==> config.mk <==
export PLATFORM = sky130hd
export DESIGN_NAME = mpc_addr_filter
export DESIGN_NICKNAME = d
export VERILOG_FILES = /design/src/rtl/uaf_pkg.sv /design/src/rtl/uaf_cfg_regs.sv /design/src/rtl/uaf_addr_match.sv /design/src/rtl/uaf_rx_latch.sv /design/src/rtl/mpc_addr_filter.sv
export SDC_FILE = /design/constraint.sdc
export NUM_CORES = 1
export LEC_CHECK = 0
export ABC_AREA = 1
export CELL_PAD_IN_SITES_DETAIL_PLACEMENT = 0
export CELL_PAD_IN_SITES_GLOBAL_PLACEMENT = 1
export CORE_MARGIN = 2
export CORE_UTILIZATION = 34
export CTS_BUF_LIST = sky130_fd_sc_hd__clkbuf_2
export CTS_CLUSTER_DIAMETER = 50
export DETAILED_ROUTE_END_ITERATION = 10
export PLACE_DENSITY = 0.91
export SLEW_MARGIN = 40
export SYNTH_ARGS = -nofsm -noshare
export SYNTH_HDL_FRONTEND = slang
export SYNTH_SLANG_ARGS = --single-unit
==> constraint.sdc <==
create_clock -name clk -period 3 [get_ports clk]
set_input_delay 0.45 -clock clk [delete_from_list [all_inputs] [get_ports clk]]
set_output_delay 0.45 -clock clk [all_outputs]
set_load 0.02 [all_outputs]
==> src/rtl/uaf_pkg.sv <==
package uaf_pkg;

    typedef enum logic {
        MODE_OPEN   = 1'b0,
        MODE_FILTER = 1'b1
    } mode_e;

    typedef enum logic {
        IRQ_IDLE = 1'b0,
        IRQ_PEND = 1'b1
    } irq_st_e;

endpackage

==> src/rtl/uaf_cfg_regs.sv <==
module uaf_cfg_regs
    import uaf_pkg::*;
#(
    parameter int DW = 8
) (
    input  logic          clk,
    input  logic          rst_n,
    input  logic          wr_addr,
    input  logic          wr_mask,
    input  logic          wr_filt,
    input  logic [DW-1:0] wr_data,
    output logic [DW-1:0] slv_addr,
    output logic [DW-1:0] slv_mask,
    output mode_e         mode
);

    localparam logic [DW-1:0] ZERO = '0;

    mode_e mode_q;
    mode_e mode_d;

    // Mode machine: next-state logic
    always_comb begin
        mode_d = mode_q;
        unique case (mode_q)
            MODE_OPEN: begin
                if (wr_filt && wr_data[0]) mode_d = MODE_FILTER;
            end
            MODE_FILTER: begin
                if (wr_filt && !wr_data[0]) mode_d = MODE_OPEN;
            end
            default: mode_d = MODE_OPEN;
        endcase
    end

    // Mode machine: state register
    always_ff @(posedge clk or negedge rst_n) begin
        if (!rst_n) mode_q <= MODE_OPEN;
        else        mode_q <= mode_d;
    end

    // Address and mask registers
    always_ff @(posedge clk or negedge rst_n) begin
        if (!rst_n) begin
            slv_addr <= ZERO;
            slv_mask <= ZERO;
        end else begin
            if (wr_addr) slv_addr <= wr_data;
            if (wr_mask) slv_mask <= wr_data;
        end
    end

    assign mode = mode_q;

    AST_FILT_WRITE: assert property (@(posedge clk) disable iff (!rst_n)
        wr_filt |=> (mode == ($past(wr_data[0]) ? MODE_FILTER : MODE_OPEN)));

    AST_ADDR_WRITE: assert property (@(posedge clk) disable iff (!rst_n)
        wr_addr |=> (slv_addr == $past(wr_data)));

    AST_MODE_HOLD: assert property (@(posedge clk) disable iff (!rst_n)
        !wr_filt |=> $stable(mode));

endmodule

==> src/rtl/uaf_addr_match.sv <==
module uaf_addr_match #(
    parameter int DW = 8
) (
    input  logic [DW-1:0] rx_byte,
    input  logic [DW-1:0] slv_addr,
    input  logic [DW-1:0] slv_mask,
    output logic          hit_masked,
    output logic          hit_bcast
);

    logic [DW-1:0] msk_miss;
    logic [DW-1:0] bc_miss;

    // One compare cell per bit position
    for (genvar b = 0; b < DW; b++) begin : g_bit
        // Masked match: a checked position whose value differs
        assign msk_miss[b] = slv_mask[b] & (rx_byte[b] ^ slv_addr[b]);
        // Broadcast match: a required 1 that is missing
        assign bc_miss[b]  = (slv_addr[b] | slv_mask[b]) & ~rx_byte[b];
    end

    assign hit_masked = ~|msk_miss;
    assign hit_bcast  = ~|bc_miss;

    always_comb begin
        if (&rx_byte) begin
            AST_ALL_ONES_BCAST: assert (hit_bcast);
        end
    end

endmodule

==> src/rtl/uaf_rx_latch.sv <==
module uaf_rx_latch
    import uaf_pkg::*;
#(
    parameter int DW = 8
) (
    input  logic          clk,
    input  logic          rst_n,
    input  logic          rx_vld,
    input  logic [DW-1:0] rx_data,
    input  logic          rx_b9,
    input  mode_e         mode,
    input  logic          addr_hit,
    input  logic          irq_clr,
    output logic [DW-1:0] rx_buf,
    output logic          rx_buf_b9,
    output logic          rx_irq
);

    localparam logic [DW-1:0] ZERO = '0;

    irq_st_e irq_q;
    irq_st_e irq_d;
    logic    take;

    // Frame decision
    always_comb begin
        take = 1'b0;
        if (rx_vld) begin
            unique case (mode)
                MODE_OPEN:   take = 1'b1;
                MODE_FILTER: take = rx_b9 & addr_hit;
                default:     take = 1'b0;
            endcase
        end
    end

    // Flag machine: next-state logic
    always_comb begin
        irq_d = irq_q;
        unique case (irq_q)
            IRQ_IDLE: if (take)               irq_d = IRQ_PEND;
            IRQ_PEND: if (irq_clr && !take)   irq_d = IRQ_IDLE;
            default:                          irq_d = IRQ_IDLE;
        endcase
    end

    // Flag machine: state register
    always_ff @(posedge clk or negedge rst_n) begin
        if (!rst_n) irq_q <= IRQ_IDLE;
        else        irq_q <= irq_d;
    end

    // Receive buffer
    always_ff @(posedge clk or negedge rst_n) begin
        if (!rst_n) begin
            rx_buf    <= ZERO;
            rx_buf_b9 <= 1'b0;
        end else if (take) begin
            rx_buf    <= rx_data;
            rx_buf_b9 <= rx_b9;
        end
    end

    // Output process
    always_comb rx_irq = (irq_q == IRQ_PEND);

    AST_OPEN_LOADS: assert property (@(posedge clk) disable iff (!rst_n)
        (rx_vld && mode == MODE_OPEN) |=> (rx_irq && rx_buf == $past(rx_data)));

    AST_DATA_IGNORED: assert property (@(posedge clk) disable iff (!rst_n)
        (rx_vld && mode == MODE_FILTER && !rx_b9) |=> ($stable(rx_buf) && $stable(rx_buf_b9)));

    AST_NOHIT_IGNORED: assert property (@(posedge clk) disable iff (!rst_n)
        (rx_vld && mode == MODE_FILTER && !addr_hit) |=> $stable(rx_buf));

    AST_FLAG_STICKY: assert property (@(posedge clk) disable iff (!rst_n)
        (rx_irq && !irq_clr) |=> rx_irq);

    AST_CLR_DROPS: assert property (@(posedge clk) disable iff (!rst_n)
        (irq_clr && !rx_vld) |=> !rx_irq);

    AST_SET_BEATS_CLR: assert property (@(posedge clk) disable iff (!rst_n)
        (irq_clr && rx_vld && mode == MODE_OPEN) |=> rx_irq);

endmodule

==> src/rtl/mpc_addr_filter.sv <==
module mpc_addr_filter
    import uaf_pkg::*;
#(
    parameter int DW = 8
) (
    input  logic          clk,
    input  logic          rst_n,
    input  logic          wr_addr,
    input  logic          wr_mask,
    input  logic          wr_filt,
    input  logic [DW-1:0] wr_data,
    input  logic          rx_vld,
    input  logic [DW-1:0] rx_data,
    input  logic          rx_b9,
    input  logic          irq_clr,
    output logic [DW-1:0] cfg_addr,
    output logic [DW-1:0] cfg_mask,
    output logic          cfg_filt_en,
    output logic [DW-1:0] rx_buf,
    output logic          rx_buf_b9,
    output logic          rx_irq
);

    mode_e mode;
    logic  hit_masked;
    logic  hit_bcast;

    uaf_cfg_regs #(.DW(DW)) u_cfg (
        .clk      (clk),
        .rst_n    (rst_n),
        .wr_addr  (wr_addr),
        .wr_mask  (wr_mask),
        .wr_filt  (wr_filt),
        .wr_data  (wr_data),
        .slv_addr (cfg_addr),
        .slv_mask (cfg_mask),
        .mode     (mode)
    );

    uaf_addr_match #(.DW(DW)) u_match (
        .rx_byte    (rx_data),
        .slv_addr   (cfg_addr),
        .slv_mask   (cfg_mask),
        .hit_masked (hit_masked),
        .hit_bcast  (hit_bcast)
    );

    uaf_rx_latch #(.DW(DW)) u_latch (
        .clk       (clk),
        .rst_n     (rst_n),
        .rx_vld    (rx_vld),
        .rx_data   (rx_data),
        .rx_b9     (rx_b9),
        .mode      (mode),
        .addr_hit  (hit_masked | hit_bcast),
        .irq_clr   (irq_clr),
        .rx_buf    (rx_buf),
        .rx_buf_b9 (rx_buf_b9),
        .rx_irq    (rx_irq)
    );

    assign cfg_filt_en = (mode == MODE_FILTER);

endmodule

======== Word level (Yosys, flattened, before mapping) ========
Index checks and enable logic that the tools add are counted.
word-level totals
  register bits ........................... 27
  input bits .............................. 24
  output and inout bits ................... 27
  word-level logic and storage cells ...... 67
operators by class
  mux-type cells .......................... 8
  bitwise gates (word level) .............. 44
  reduce and logical (&&, ||, !) cells .... 9
operators with widths
  operator                            number
  AND 1 bit                           17
  OR reduction 8 bit                  2
  NOT 1 bit                           10
  bitwise OR 1 bit                    9
  bitwise XOR 1 bit                   8
  one-hot mux 1 bit (2 select lines)  3
  2-to-1 mux 1 bit                    5
  zero test 1 bit                     4
  logical AND 1 bit                   3

======== Depth between registers and ports, before layout ========
  depth after elaboration ................. 12
  mapped depth ............................ 12
  depth with buffers taken out ............ 12

======== Hierarchy ========
A second synthesis with hierarchy kept.
second synthesis, totals
  cells, all modules ...................... 172
  area, all modules ....................... 1303.8 µm²
modules (own cells, without submodules)
  module           times used  cells an instance  area each (µm²)  sequential area each (µm²)
  uaf_cfg_regs     1           73                 650.6            425.4
  uaf_rx_latch     1           43                 407.9            250.2
  uaf_addr_match   1           53                 234.0            0.0
  mpc_addr_filter  1           3                  11.3             0.0

======== Worst setup path after synthesis ========
Ideal clock, no wire load.
  kind .................................... register to register
  from .................................... register u_cfg.slv_addr[3]
  to ...................................... register u_latch.rx_buf[0]
  setup time .............................. 0.117 ns
  arrival ................................. 1.242 ns
  data required time ...................... 2.883 ns
  path slack .............................. 1.641 ns
  stages on the path, launching flop included .. 11
  buffers on the path ..................... 0
  period minus slack after synthesis ...... 1.359 ns
  cell sequence ........................... dfrtp_1 > o21ai_0 > nand2_1 > nor2_1 > nand2_1 > nand2_1 > nand2_1 > nand2_4 > nand2_4 > nand2_1 > nand2_1
between the ends
  longest elaborated chain between the ends .. 8
  elaborated cells between the ends (all ways) .. 12
  classes of those cells .................. mux (2); bitwise (6); reduce/logical (4)
RTL lines
  element                                                RTL line                                    RTL
  start, declared                                        uaf_cfg_regs.sv:12                          output logic [DW-1:0] slv_addr,
  start signal, assigned                                 uaf_cfg_regs.sv:48                          if (wr_addr) slv_addr <= wr_data;
  bitwise XOR 1 bit or bitwise OR 1 bit (tied branches)  uaf_addr_match.sv:17, uaf_addr_match.sv:19
  AND 1 bit (on tied branches)                           uaf_addr_match.sv:17, uaf_addr_match.sv:19
  OR reduction 8 bit (on tied branches)                  uaf_addr_match.sv:22, uaf_addr_match.sv:23
  zero test 1 bit (on tied branches)                     uaf_addr_match.sv:22, uaf_addr_match.sv:23
  bitwise OR 1 bit (*)                                   mpc_addr_filter.sv:55                       .addr_hit (hit_masked | hit_bcast),
  AND 1 bit (*)                                          uaf_rx_latch.sv:31                          MODE_FILTER: take = rx_b9 & addr_hit;
  one-hot mux 1 bit (2 select lines) (*)                 uaf_rx_latch.sv:29                          unique case (mode)
  2-to-1 mux 1 bit (*)                                   uaf_rx_latch.sv:28                          if (rx_vld) begin
  end signal, assigned                                   uaf_rx_latch.sv:59                          rx_buf <= rx_data;
  end, declared                                          uaf_rx_latch.sv:14                          output logic [DW-1:0] rx_buf,
Mark *: on every way between the ends. The rest lies on a longest branch, timed or not.
A chain may end at the register's enable or synchronous reset.

==> summary.txt <==
=====================================================================================================
Cell Count Post-Placement                                                                         246
Antenna diode count                                                                                 0
Lkg Pwr                                                                                      0.881 nW
DR iter-0 viols                                                                                    59
CTS tree                                                                                         done
DRC                                                                                                 0
Maximum Capacitance Violations                                                                      0
Detailed Route WL                                                                             2820 um
Setup TNS                                                                                        0 ps
# Post-CTS Setup Buffers                                                                            0
Nets                                                                                              227
Initial antenna violation count                                                                     0
Vias in the first global route                                                                   1084
Area enclosed by the die boundary                                                            4220 um2
Final Hold Slack                                                                               432 ps
Grt total ovfl                                                                                      0
Count of buffers from port buffering                                                               50
Run status                                                                               finished clean
Chip Width                                                                                    65.0 um
Power per cell area                                                                        475 nW/um2
Max Freq                                                                                      532 MHz
Post-synth EDFFs                                                                                    0
Number of distinct standard cells referenced by the synthesized netlist                            11
Least-Margin Pin Slew                                                                          477 ps
Share of cells above drive strength 1                                                          0.0792
Yosys Warn Count                                                                                    0
Num ports                                                                                          51
Final Critical Period                                                                         1880 ps
Site Rows                                                                                          22
HP Class                                                                                     in2async
Detailed placement HPWL                                                                       2240 um
Worst-skew pair later-pin latency                                                              340 ps
Overall Power                                                                              0.000874 W
Initial core utilization                                                                        0.350
Cts hold-fix bufs                                                                                   0
Sort of element at the start of the critical path                                           flip-flop
Synth Register Bits                                                                                27
Number of nets produced by synthesis                                                              174
Drt wl/cell                                                                                   11.3 um
# setup viols final                                                                                 0
Max-slew violation count                                                                            0
Req. time, crit path                                                                          2550 ps
Count of instances resized after the clock tree is built                                            0
Cell types occupying the most area after synthesis                                       sky130_fd_sc_hd__dfrtp_1, sky130_fd_sc_hd__nand2_1, sky130_fd_sc_hd__mux2_2, sky130_fd_sc_hd__nand3_1, sky130_fd_sc_hd__o21ai_0
Fraction of synthesized cell area in xor and xnor cells                                             0
Top cell type's share of synthesized area                                                       0.535
Vias                                                                                             1123
Vertical extent of the die                                                                    65.0 um
Clock tree sinks                                                                                   27
Unrepaired setup endpoints after global routing                                                    no
Highest-delay cell along the critical path                                               sky130_fd_sc_hd__clkdlybuf4s50_1
Delay of the slowest cell on the worst path                                                    630 ps
Crit path capture type                                                                   primary output
Delay-heaviest family, CP                                                                buffers and inverters
Cell count after synthesis                                                                        150
Clock slew seen by the registers of the worst setup and hold paths                             230 ps
Global-route wire length before repair                                                        4890 um
Cell breakdown of the critical path                                                      clkdlybuf4s50_1
Ys async rst share                                                                               1.00
Maximum vdd drop                                                                           0.000186 V
Number of fill cells                                                                              365
Fraction of the core area covered by cells at the end of the flow                               0.510
Cell area after technology mapping                                                           1260 um2
Leading area contributor after synthesis                                                 sky130_fd_sc_hd__dfrtp_1
Max Clock Skew                                                                                5.85 ps
First-pass iteration count of the detailed router                                                   4
Period Utilization, post-route                                                                  0.627
Worst-path fanout max                                                                               3
Via count normalized by instance count                                                           4.49
Prevailing post-synth register cell                                                      sky130_fd_sc_hd__dfrtp_1
# H-tree levels                                                                                     1
Tot GR Track Use                                                                                0.149
Total count of hold-check failures in the final report                                              0
Multiplexer share of the synthesized area                                                      0.0802
Largest net degree at the start of global routing                                                  28
Post-synthesis share of cell area spent on full adders, half adders and majority gates              0
Number of nets with antenna violations after routing                                                0
Share of the yosys chip area belonging to registers                                             0.535
Clock root cell                                                                          sky130_fd_sc_hd__clkbuf_2
Share of the synthesized area in compound gates (AO/OA/AOI/OAI)                                0.0673
Worst slew margin                                                                               0.681
Number of CTS-inserted buffers                                                                      3
Most common cell in the netlist                                                          sky130_fd_sc_hd__nand2_1
Arrival time reported for the critical path endpoint                                          1430 ps
Area growth from synthesis to final layout                                                      45.5%
RePlAce Congestion                                                                              0.739
Average size of a mapped cell                                                                8.42 um2
Setup Crit Path Kind                                                                          reg2out
Synth Area in Simple Gates                                                                      0.257
Leading post-synthesis cells by instance count                                           sky130_fd_sc_hd__nand2_1, sky130_fd_sc_hd__dfrtp_1, sky130_fd_sc_hd__inv_1, sky130_fd_sc_hd__nand3_1, sky130_fd_sc_hd__o21ai_0
Post-Layout Cell Count                                                                            250
Main combinational cell family by area after synthesis                                   simple AND/OR/NAND/NOR gates
Buffer depth of the longest clock path                                                              2
Number of buffers and inverters on the critical path                                                1
Floorplan core area                                                                          3610 um2
=====================================================================================================
==> per-layer routing <==
metal,part of all wire,track usage,wire [um],up-vias
met3,0.042,0.0243,117,2
met2,0.48,0.238,1350,27
li1,-,-,-,588
met5,0,0,0,-
met4,0.0067,0.0559,19,0
met1,0.47,0.201,1330,506
==> registers in the layout, summed over array words and instances, names as in the netlist, named ones only <==
signal	cells
u_cfg.slv_addr	8
u_latch.rx_buf_b9	1
u_latch.rx_irq	1
u_latch.rx_buf	8
u_cfg.slv_mask	8
==> stage by stage <==
| step | cell area (um2) | setup WS [ps] |
|---|---|---|
| after floorplan | 1260 | 1640 |
| final | 1840 | 1120 |
| after global routing | 1840 | 1010 |
| after global placement | 1820 | 1010 |
| after CTS | 1840 | 1070 |
| after detailed placement | 1820 | 1000 |
==> cell type report <==
type	count	area, um2	area share
clock buffers	4	20.0	0.0109
inverters	17	63.8	0.0347
multi-input cells	103	512	0.278
flip-flops and latches	27	676	0.367
well taps	48	60.1	0.0327
repair buffers	51	508	0.276
==> placed cells by master, fill, tap and decap left out <==
master,n
sky130_fd_sc_hd__nor2_1,4
sky130_fd_sc_hd__o21ai_1,2
sky130_fd_sc_hd__buf_4,1
sky130_fd_sc_hd__dfrtp_1,27
sky130_fd_sc_hd__mux2_2,9
sky130_fd_sc_hd__clkdlybuf4s50_1,50
sky130_fd_sc_hd__clkbuf_2,4
sky130_fd_sc_hd__o21ai_0,15
sky130_fd_sc_hd__nand3_1,17
sky130_fd_sc_hd__nand2_4,2
sky130_fd_sc_hd__nand2_1,54
sky130_fd_sc_hd__inv_1,17
==> cells by family (layout without fill, tap and decap cells) <==
logic type / count (synthesis) / in the layout
multiplexers: 9 / 9
AND/OR/NAND/NOR: 77 / 77
buffers and inverters: 20 / 72
AO/OA/AOI/OAI: 17 / 17
flip-flops: 27 / 27
==> report_power, final <==
group          switching, W  internal [W]
Combinational      0.000148      0.000146
Sequential        0.0000352      0.000410
Clock             0.0000983     0.0000352
==> final timing paths <==
check	cells after the start	end	startpoint	slack, ps
setup / recovery	1	cfg_filt_en	flip-flop	1120
hold / removal	2	u_cfg.slv_mask[4]	rst_n	430
setup reg to reg	10	u_latch.rx_buf_b9	u_cfg.slv_addr[6]	1540
hold reg to reg	2	u_latch.rx_buf[4]	u_latch.rx_buf[4]	500
max in group asynchronous	2	async pin	rst_n	2320
min in group clk	2	u_latch.rx_buf[4]	u_latch.rx_buf[4]	500
(Power assumes the default switching activity.)
